## src/rtl/ftu_pkg.sv

```systemverilog
package ftu_pkg;
  typedef enum logic [1:0] {
    KIND_FETCH = 2'b00,
    KIND_LOAD  = 2'b01,
    KIND_STORE = 2'b10,
    KIND_OTHER = 2'b11
  } bus_kind_e;

  typedef enum logic [1:0] {
    OP_CLEAR  = 2'b00,
    OP_SET    = 2'b01,
    OP_INVERT = 2'b10,
    OP_BRIDGE = 2'b11
  } bit_op_e;

  typedef enum logic [1:0] {
    COMB_ANY = 2'b00,
    COMB_ALL = 2'b01
  } comb_e;

  localparam int N_SRC = 4;
endpackage

```

## src/rtl/ftu_trigger.sv

```systemverilog
module ftu_trigger
  import ftu_pkg::*;
#(
  parameter int ADDR_W = 32,
  parameter int TIME_W = 32
) (
  input  logic              bus_valid,
  input  logic [ADDR_W-1:0] bus_addr,
  input  logic [1:0]        bus_kind,
  input  logic [TIME_W-1:0] cycle_count,
  input  logic [ADDR_W-1:0] cfg_addr,
  input  logic [N_SRC-1:0]  cfg_enable,
  input  logic [TIME_W-1:0] cfg_time_limit,
  input  logic [1:0]        cfg_combine,
  output logic              hit
);
  logic              addr_eq;
  logic [N_SRC-1:0]  cond;
  logic              any_hit, all_hit;

  assign addr_eq = bus_valid && (bus_addr == cfg_addr);

  always_comb begin
    cond[0] = addr_eq && (bus_kind == KIND_FETCH);
    cond[1] = addr_eq && (bus_kind == KIND_LOAD);
    cond[2] = addr_eq && (bus_kind == KIND_STORE);
    cond[3] = (cycle_count >= cfg_time_limit);
  end

  assign any_hit = |(cond & cfg_enable);
  assign all_hit = (|cfg_enable) && (&(cond | ~cfg_enable));

  always_comb begin
    case (cfg_combine)
      COMB_ANY: hit = bus_valid && any_hit;
      COMB_ALL: hit = bus_valid && all_hit;
      default:  hit = 1'b0;
    endcase
  end
endmodule

```

## src/rtl/ftu_corrupt.sv

```systemverilog
module ftu_corrupt
  import ftu_pkg::*;
#(
  parameter int DATA_W = 32
) (
  input  logic [DATA_W-1:0] data_in,
  input  logic [DATA_W-1:0] mask,
  input  logic [1:0]        op,
  output logic [DATA_W-1:0] data_out
);
  logic [DATA_W-1:0] neigh;

  for (genvar i = 0; i < DATA_W; i++) begin : g_bit
    if (i == 0) begin : g_wrap
      assign neigh[i] = data_in[DATA_W-1];
    end else begin : g_lower
      assign neigh[i] = data_in[i-1];
    end

    always_comb begin
      if (!mask[i]) begin
        data_out[i] = data_in[i];
      end else begin
        case (op)
          OP_CLEAR:  data_out[i] = 1'b0;
          OP_SET:    data_out[i] = 1'b1;
          OP_INVERT: data_out[i] = ~data_in[i];
          default:   data_out[i] = neigh[i];
        endcase
      end
    end
  end
endmodule

```

## src/rtl/fault_trigger_unit.sv

```systemverilog
module fault_trigger_unit
  import ftu_pkg::*;
#(
  parameter int ADDR_W = 32,
  parameter int DATA_W = 32,
  parameter int TIME_W = 32
) (
  input  logic              clk,
  input  logic              rst,
  input  logic              bus_valid,
  input  logic [ADDR_W-1:0] bus_addr,
  input  logic [1:0]        bus_kind,
  input  logic [DATA_W-1:0] data_in,
  input  logic [TIME_W-1:0] cycle_count,
  input  logic [ADDR_W-1:0] cfg_addr,
  input  logic [3:0]        cfg_enable,
  input  logic [TIME_W-1:0] cfg_time_limit,
  input  logic [1:0]        cfg_combine,
  input  logic [DATA_W-1:0] cfg_mask,
  input  logic [1:0]        cfg_op,
  input  logic              cfg_repeat,
  input  logic              done_clear,
  output logic [DATA_W-1:0] data_out,
  output logic              inject,
  output logic              done_flag
);
  logic              hit;
  logic              armed;
  logic [DATA_W-1:0] eff_mask;

  ftu_trigger #(.ADDR_W(ADDR_W), .TIME_W(TIME_W)) u_trig (
    .bus_valid      (bus_valid),
    .bus_addr       (bus_addr),
    .bus_kind       (bus_kind),
    .cycle_count    (cycle_count),
    .cfg_addr       (cfg_addr),
    .cfg_enable     (cfg_enable),
    .cfg_time_limit (cfg_time_limit),
    .cfg_combine    (cfg_combine),
    .hit            (hit)
  );

  assign armed    = !done_flag || cfg_repeat;
  assign inject   = hit && armed;
  assign eff_mask = inject ? cfg_mask : '0;

  ftu_corrupt #(.DATA_W(DATA_W)) u_corrupt (
    .data_in  (data_in),
    .mask     (eff_mask),
    .op       (cfg_op),
    .data_out (data_out)
  );

  always_ff @(posedge clk) begin
    if (rst) begin
      done_flag <= 1'b0;
    end else if (inject) begin
      done_flag <= 1'b1;
    end else if (done_clear) begin
      done_flag <= 1'b0;
    end
  end
endmodule

```

## config.mk

```make
export PLATFORM = sky130hd
export DESIGN_NAME = fault_trigger_unit
export DESIGN_NICKNAME = d
export VERILOG_FILES = /design/src/rtl/ftu_pkg.sv /design/src/rtl/ftu_trigger.sv /design/src/rtl/ftu_corrupt.sv /design/src/rtl/fault_trigger_unit.sv
export SDC_FILE = /design/constraint.sdc
export NUM_CORES = 1
export LEC_CHECK = 0
export BUFFER_PORTS_ARGS = -buffer_cell sky130_fd_sc_hd__buf_4
export CORE_AREA = 2 2 93 95
export CTS_CLUSTER_DIAMETER = 30
export DETAILED_ROUTE_END_ITERATION = 8
export DIE_AREA = 0 0 95 97
export PLACE_DENSITY_LB_ADDON = 0.15
export SYNTH_ARGS = -nofsm -noshare
export SYNTH_HDL_FRONTEND = slang
export SYNTH_SLANG_ARGS = --single-unit
```

## constraint.sdc

```tcl
create_clock -name clk -period 5.4 [get_ports clk]
set_input_delay 1.62 -clock clk [delete_from_list [all_inputs] [get_ports clk]]
set_output_delay 1.62 -clock clk [all_outputs]
set_load 0.1 [all_outputs]
```

==> metrics.txt, run 1 <==
worst slew pin tran=between 400 and 500 ps; Cell Pwr Density=100 mW/mm^2; Final setup viols=2; Synth area leader=a2bb2oi_2; synthesis-to-layout area growth=122%; clk_lat worst skew=0 ps; LEAKAGE=0.00270 uW; Critical Path Start Type=input pin; average wire per standard cell=16.4 um; hold slack=about 470 ps; chip height=roughly 97 um; total wire length=12200 um; largest net degree at the start of global routing=34; top_reg_cell synth=dfxtp_1; Critical Path Start=cfg_time_limit[14]; RePlAce Congestion=approximately 0.85; Warnings, synthesis=0; final slew viol count=0; Tightest Hold Check Type=register to register; largest registers=done_flag (1); hold-fix buffers at CTS=0; global route overflow=0; Fin. Hold Viols=0; DRT Pass-1 Iters=4; Fmax=approximately 180 MHz; Reg area=around 20 um^2; worst reg2reg path startpoint=done_flag; fraction of layout cells with a size suffix above 1=a little over half; post-DP HPWL=between 9000 and 10000 um; DIE AREA=between 0.009 and 0.01 mm^2; Distinct cells, synth=between 40 and 50; Area contributors post-synth=a2bb2oi_2, ha_1, inv_1; Vias/cell=about 5; Commonest cells post-synth=inv_1, a21oi_1, nand3_1, nor2_1, o21ai_0; n_diodes=0; Die W=95 um; post-synthesis register bit count=1; Mapped Area=between 0.002 and 0.003 mm^2; Arr. time, crit path=between 3000 and 4000 ps; RSZ-0062 raised after global routing=true; Global Route Usage Sum=approximately a quarter; post-route ant nets=0; most frequent cell after synthesis=inv_1; number of global-route vias before repair=approximately 4000; final core occ=between 70% and 80%; Power, Total=589 uW; Worst Slack Setup Final=-10.3 ps; Seq/Total Area, Yosys=less than 1%; I/O pin cnt=between 200 and 250; Synth top area share=between 15 and 20%; WS Path Type=input pin to output pin; share of flip-flops with an asynchronous set or reset=0%; core footprint=~0.0081 mm^2; nets=879; violations in the final reports=setup timing; number of DRC markers in iteration 0=just under 90; outcome=finished, violations left; I/O Buffers=240; first-pass GRT wire length=18800 um; max FFs per register=1; fillers=620; Slew HR=around two thirds; number of enable flip-flop cells after synthesis=0; Rows=33; minimum clock period=roughly 5400 ps; period utilization=100%; WP data required=3780 ps; clk slew on worst S/H paths=0 ps; Largest Register=done_flag; CP max FO=8; Via Count=3776; Initial Utilization=about a third; Critical Path End Type=output pin; initial antenna violation count=0; hold_sp=done_flag; DRC viols=0; Avg Cell Area, Syn=6.72 um^2; maximum vdd drop=around 0.056 mV; Syn Inst Count=around 390; setup_tns=-11.1 ps; syn nets=about 630; Multi-input gate area=~0.003 mm^2; Clock Skew=0 ps; Max-Cap Viols=0
==> kinds of logic (layout without fill, tap and decap cells) <==
group                    count (synthesis)  count (layout)  share of synthesized area, %
XOR/XNOR                                31              31                          10.3
AND/OR/NAND/NOR                        111             111                          20.9
buffers and inverters                   87             332                          13.8
AO/OA/AOI/OAI                          128             128                          37.9
flip-flops                               1               1                         0.758
adder cells (fa/ha/maj)                 32              32                          15.2
multiplexers                             3               3                          1.14
==> layout by cell type, fill, tap and decap left out, types with 2 or more instances in the layout <==
master | synthesis | final
o41ai_1 | 2 | 2
a21oi_1 | 41 | 39
buf_4 | 0 | 213
a2bb2oi_4 | 0 | 31
ha_1 | 32 | 20
nor4_1 | 6 | 3
a2111oi_4 | 0 | 2
buf_12 | 0 | 39
nor4_2 | 0 | 3
nand2_1 | 10 | 10
nand3b_1 | 2 | 2
a21oi_2 | 1 | 3
a211oi_2 | 0 | 2
ha_4 | 0 | 12
o22ai_1 | 2 | 2
buf_6 | 0 | 12
nand3_1 | 39 | 32
nor3_1 | 3 | 2
o21ai_1 | 2 | 2
xnor2_1 | 4 | 4
inv_1 | 66 | 55
xor2_1 | 27 | 27
o21ai_0 | 36 | 35
nand3_2 | 0 | 7
nor3_2 | 1 | 2
a21o_1 | 2 | 2
mux2i_1 | 3 | 2
inv_4 | 0 | 4
nor2_1 | 39 | 38
inv_2 | 1 | 8
nand4_1 | 3 | 3
==> critical path: stages <==
cell	delay [ps]
buf_4	110
inv_2	60
ha_4	200
o21ai_0	170
nor2_1	50
or3_1	310
a211o_1	250
a21oi_2	180
o21ai_4	90
nand2_4	180
buf_12	190
a2bb2oi_4	190
buf_12	190
==> worst paths after layout <==
| kind | to | slack [ps] | cells past startpoint |
|---|---|---|---|
| worst min-delay path | done_flag | 470 | 2 |
| worst max register to register | done_flag | 3810 | 7 |
| worst max-delay path | data_out[24] | -10 | 13 |
| worst min register to register | done_flag | 470 | 2 |
==> area by class of cell <==
cell class                 instances  share of cell area [%]
timing repair buffer             265                    43.3
inverter                          67                    4.45
multi-input combinational        305                    49.7
sequential                         1                   0.341
tap                              105                    2.24
==> metal layers <==
layer,up-vias,share of wire [%],global-route usage [%]
li1,1874,-,-
met1,1713,37,28.7
met2,159,54,46.2
met3,30,7.0,4.28
met4,0,2.5,5.91
met5,-,0,0
==> stage by stage <==
stage / instances / setup slack [ps] / area (um^2)
floorplan: 393 / -137 / 3130
global placement: 741 / -126 / 5190
detailed placement: 741 / -160 / 5190
CTS: 741 / -10.8 / 5620
global route: 743 / -99.7 / 5870
finish: 743 / -10.3 / 5870
==> power by group <==
group | internal (uW) | total [uW] | leakage, uW | switching [uW]
clock | 0 | 0 | 0 | 0
combinational | 286 | 581 | 0.00269 | 296
sequential | 7.71 | 7.82 | 0.00000809 | 0.112
total | 293 | 589 | 0.00270 | 296
==> what timing repair did <==
item / CTS / global route
buffers inserted: 0 / 1
setup endpoints to repair: 33 / 33
cloned: 0 / 1
resized for setup: 98 / 48
pin swaps: 10 / 24
(Power assumes the default switching activity.)
==> run 2: changes to the inputs <==
--- a/config.mk
+++ b/config.mk
@@ -11,6 +11,7 @@
 export DETAILED_ROUTE_END_ITERATION = 8
 export DIE_AREA = 0 0 95 97
 export PLACE_DENSITY_LB_ADDON = 0.15
+export RECOVER_POWER = 25
 export SYNTH_ARGS = -nofsm -noshare
 export SYNTH_HDL_FRONTEND = slang
 export SYNTH_SLANG_ARGS = --single-unit
==> run 2 against run 1 <==
Critical endpoint unchanged. Via count down 0.13%. Hold slack worse by 0.83 ps. Flip-flop and latch count is the same. Wire length is essentially flat. Global-route usage did not move. Largest power group unchanged. Die area did not move. Maximum frequency is the same. The run still ends with setup timing left. Sequential power barely moved. Total power barely moved. Clock skew unchanged. First-iteration DRC count did not move. Cell count stayed put. Largest cell class unchanged.
==> metrics.txt, run 2 (synthesized netlist as in run 1, its figures left out) <==
outcome=finished, violations left; violations in the final reports=setup timing; Tightest Hold Check Type=register to register; RePlAce Congestion=roughly 0.85; post-route ant nets=0; initial antenna violation count=0; Die W=between 90 and 100 um; number of global-route vias before repair=around 4000; RSZ-0062 raised after global routing=true; clk slew on worst S/H paths=0 ps; most frequent cells in the layout=buf_4, inv_1, a21oi_1, buf_12, nor2_1; Final setup viols=2; I/O Buffers=240; Final Cell Area=just under 0.006 mm^2; synthesis-to-layout area growth=122%; Worst Slack Setup Final=-10.3 ps; Critical Path End Type=output pin; Arr. time, crit path=3790 ps; Multi-input gate area=0.00292 mm^2; chip height=approximately 97 um; dpl cell area=approximately 0.0052 mm^2; total wire length=12200 um; Hold EP=done_flag; final slew viol count=0; number of DRC markers in iteration 0=between 80 and 90; WP data required=~3800 ps; post-DP HPWL=~9700 um; CP max FO=8; capturing point of the worst reg2reg path=done_flag; Global Route Usage Sum=around a quarter; worst hold stages=2; Slew HR=between 20 and 25%; minimum clock period=5410 ps; DRC viols=0; hold_sp=done_flag; period utilization=100%; Register-to-Register Path Depth=7; largest net degree at the start of global routing=34; final core occ=between 70% and 80%; FF-to-FF setup slack=about 3800 ps; DIE AREA=around 0.0092 mm^2; hold-fix buffers at CTS=0; worst reg2reg path startpoint=done_flag; largest registers=done_flag (1); clk_lat worst skew=0 ps; commonest non-fill, non-tap cell in the layout=buf_4; Cell Pwr Density=about 100 mW/mm^2; fraction of layout cells with a size suffix above 1=about 54%; max FFs per register=1; worst slew pin tran=roughly 1200 ps; n_diodes=0; average wire per standard cell=16.4 um; Via Count=roughly 3800; Largest Register=done_flag; Clock Skew=0 ps; Max-Cap Viols=0; Power, Total=589 uW; maximum vdd drop=roughly 0.056 mV; LEAKAGE=approximately 0.0027 uW; Fin. Hold Viols=0; Vias/cell=between 5 and 6; global route overflow=0; Rows=33; hold slack=between 400 and 500 ps; fillers=620; WS Path Type=input pin to output pin; Reg area=20.0 um^2; nets=roughly 880; Initial Utilization=32.5%; Fmax=185 MHz; first-pass GRT wire length=between 15000 and 20000 um; core footprint=about 0.008 mm^2; DRT Pass-1 Iters=4; setup_tns=-11.1 ps; Critical Path Start Type=input pin; I/O pin cnt=between 200 and 250
-- run 2: cell types whose count changed in the layout (fill, tap and decap cells not counted) --
cell	delta
buf_4	-1
clkbuf_1	+1
-- run 2: worst max-delay path, cell delays in order --
cell	delay, ps
buf_4	110
inv_2	60
ha_4	200
o21ai_0	170
nor2_1	50
or3_1	310
a211o_1	250
a21oi_2	180
o21ai_4	90
nand2_4	180
buf_12	190
a2bb2oi_4	190
buf_12	190
-- run 2: power breakdown --
group / switching, uW / internal, uW / total (uW)
Sequential: 0.109 / 7.71 / 7.82
Clock: 0 / 0 / 0
Combinational: 296 / 285 / 581
-- run 2: routing by layer --
| metal | vias up | track usage [%] | part of all wire [%] |
|---|---|---|---|
| li1 | 1874 | - | - |
| met2 | 156 | 46.2 | 54 |
| met3 | 30 | 4.28 | 6.9 |
| met1 | 1711 | 28.7 | 37 |
| met4 | 0 | 5.91 | 2.5 |
| met5 | - | 0 | 0 |
-- run 2: what timing repair did --
action,CTS,global route
setup endpoints to repair,33,33
setup buffers,0,1
cloned,0,1
pin swaps,10,24
gates resized for setup,98,48
-- run 2: worst max-delay path by stage --
stage                                  start            to  slack, ps  cells after the start
after global placement        cycle_count[8]   data_out[0]       -130                     12
after global routing       cfg_time_limit[6]  data_out[24]       -100                     13
after floorplan            cfg_time_limit[6]   data_out[0]       -140                     10
after detailed placement        cfg_addr[11]   data_out[6]       -160                     12
after CTS                     cycle_count[8]  data_out[29]        -10                     12
final                     cfg_time_limit[14]  data_out[24]        -10                     13
-- run 2: layout make-up --
type | instances | share of cell area, %
Timing Repair Buffer | 265 | 43.2
Sequential cell | 1 | 0.341
Multi-Input combinational cell | 305 | 49.7
Tap cell | 105 | 2.24
Inverter | 67 | 4.46
-- run 2: metrics by stage --
step	cells	setup WS, ps
after global routing	743	-99.7
after floorplan	393	-137
final	743	-10.3
after global placement	741	-126
after CTS	741	-10.8
after detailed placement	741	-160
==> run 3: changes to the inputs <==
--- a/config.mk
+++ b/config.mk
@@ -5,7 +5,8 @@
 export SDC_FILE = /design/constraint.sdc
 export NUM_CORES = 1
 export LEC_CHECK = 0
-export BUFFER_PORTS_ARGS = -buffer_cell sky130_fd_sc_hd__buf_4
+export BUFFER_PORTS_ARGS = -buffer_cell sky130_fd_sc_hd__buf_2
+export CAP_MARGIN = 20
 export CORE_AREA = 2 2 93 95
 export CTS_CLUSTER_DIAMETER = 30
 export DETAILED_ROUTE_END_ITERATION = 8
==> constraint.sdc (replaced) <==
create_clock -name clk -period 6.2 [get_ports clk]
set_input_delay 1.86 -clock clk [delete_from_list [all_inputs] [get_ports clk]]
set_output_delay 1.86 -clock clk [all_outputs]
set_load 0.1 [all_outputs]
==> run 3 against run 2 <==
The flow now finishes without violations. Worst setup slack better by 150 ps. Critical path depth decreased by 1. Combinational power fell by 29%. Wire length is 16% lower. Hold slack better by 4.7 ps. Cell area is 19% lower. Flip-flop and latch count did not move. Critical path type unchanged. Largest power group unchanged. Highest routed layer unchanged.
==> metrics.txt, run 3 (synthesized netlist as in run 1, its figures left out) <==
WS Path Type=input pin to output pin; Crit path top cell by count=buf_12; DIE AREA=~0.0092 mm^2; Multi-input gate area=0.00259 mm^2; Slew HR=between 20% and 30%; RSZ-0062 raised after global routing=false; largest registers=done_flag (1); Vias/cell=between 4 and 5; Global Route Usage Sum=between 20% and 30%; worst slew pin tran=approximately 1200 ps; Final setup viols=0; hold_sp=done_flag; Rows=33; CP max FO=15; critical path buffer and inverter count=3; clk slew on worst S/H paths=0 ps; minimum clock period=~6000 ps; Clock Skew=0 ps; max FFs per register=1; nets=864; Tightest Hold Check Type=register to register; Cell Pwr Density=87.9 mW/mm^2; first-pass GRT wire length=between 15000 and 20000 um; cell family with most CP delay=compound AO/OA/AOI/OAI gates; Largest Register=done_flag; period utilization=around 98%; total wire length=about 10000 um; synthesis-to-layout area growth=80.8%; Hold EP=done_flag; hold-fix buffers at CTS=0; post_cts resized=0; number of DRC markers in iteration 0=91; maximum vdd drop=a little under 0.06 mV; Critical Path Start Type=input pin; average wire per standard cell=14.1 um; Max-Cap Viols=0; LEAKAGE=0.00239 uW; cells along the critical path=buf_2, ha_1, a21oi_1, a211oi_1, or3_1, a211o_1, a21oi_2, o21ai_4, nand2_4, buf_12, a2bb2oi_4, buf_12; Register-to-Register Path Depth=6; initial antenna violation count=0; FF-to-FF setup slack=between 4000 and 5000 ps; Fmax=165 MHz; Reg area=roughly 20 um^2; RePlAce Congestion=~0.86; setup_tns=0 ps; I/O pin cnt=241; number of global-route vias before repair=~3800; fillers=~750; worst hold stages=2; capturing point of the worst reg2reg path=done_flag; fraction of layout cells with a size suffix above 1=45.9%; Power, Total=about 420 uW; DRT Pass-1 Iters=4; post-route ant nets=0; clk_lat worst skew=0 ps; Critical Path End Type=output pin; outcome=complete, no violations; Critical Path Start=cycle_count[7]; Largest stage delay, worst path=~360 ps; DRC viols=0; most frequent cells in the layout=buf_2, inv_1, a21oi_1; Fin. Hold Viols=0; hold slack=about 480 ps; core footprint=0.00813 mm^2; global route overflow=0; final slew viol count=0; largest net degree at the start of global routing=34; Die W=roughly 95 um; post-DP HPWL=just under 9000 um; Initial Utilization=between 30 and 40%; n_diodes=0; Post-CTS Setup Inserts=0; worst reg2reg path startpoint=done_flag; Via Count=3612; WP data required=~4300 ps; commonest non-fill, non-tap cell in the layout=buf_2; Crit-path slowest cell=or3_1; I/O Buffers=240; Arr. time, crit path=roughly 4200 ps; chip height=slightly below 100 um
## run 3: cell types whose count changed in the layout (fill, tap and decap cells not counted), moves of 7 or more
cell / before / now
ha_1: 20 / 32
buf_4: 212 / 7
inv_1: 55 / 66
nand3_2: 7 / 0
buf_6: 12 / 3
inv_2: 8 / 1
nand3_1: 32 / 39
buf_2: 0 / 206
ha_4: 12 / 0
## run 3: worst reg2reg max path, cell delays in order, from the launching register on
cell and delay (ps):
dfxtp_1 290, nor2b_1 150, nor4b_4 300, buf_12 240
nand2_4 130, buf_12 200, a21oi_1 140
## run 3: worst max path at each step
stage               cells past startpoint      endpoint
floorplan                              10   data_out[0]
global placement                       13  data_out[29]
detailed placement                     13  data_out[24]
CTS                                    13  data_out[24]
global route                           11   data_out[0]
finish                                 12  data_out[30]
## run 3: through the flow
stage	util (%)	setup WS, ps	cells	instance area (um^2)
6_report	58.7	138	728	4780
5_1_grt	58.7	21.9	728	4780
4_1_cts	59.1	129	728	4810
3_5_place_dp	59.1	135	728	4810
3_3_place_gp	59.1	163	728	4810
2_1_floorplan	-	-652	393	2970
## run 3: area by class of cell
type / instances / share of cell area [%]
flip-flops and latches: 1 / 0.419
well taps: 105 / 2.75
multi-input cells: 305 / 54.3
repair buffers: 250 / 37.3
inverters: 67 / 5.27
## run 3: where the power goes
group / switching (uW) / internal (uW)
sequential: 0.0852 / 6.71
clock: 0 / 0
combinational: 234 / 179
## run 3: metal layers
layer / up-vias / track usage, % / share of wire [%]
li1: 1838 / - / -
met1: 1622 / 24.3 / 39
met2: 138 / 40.6 / 51
met3: 14 / 5.92 / 9.1
met4: 0 / 2.45 / 1.1
met5: - / 0 / 0
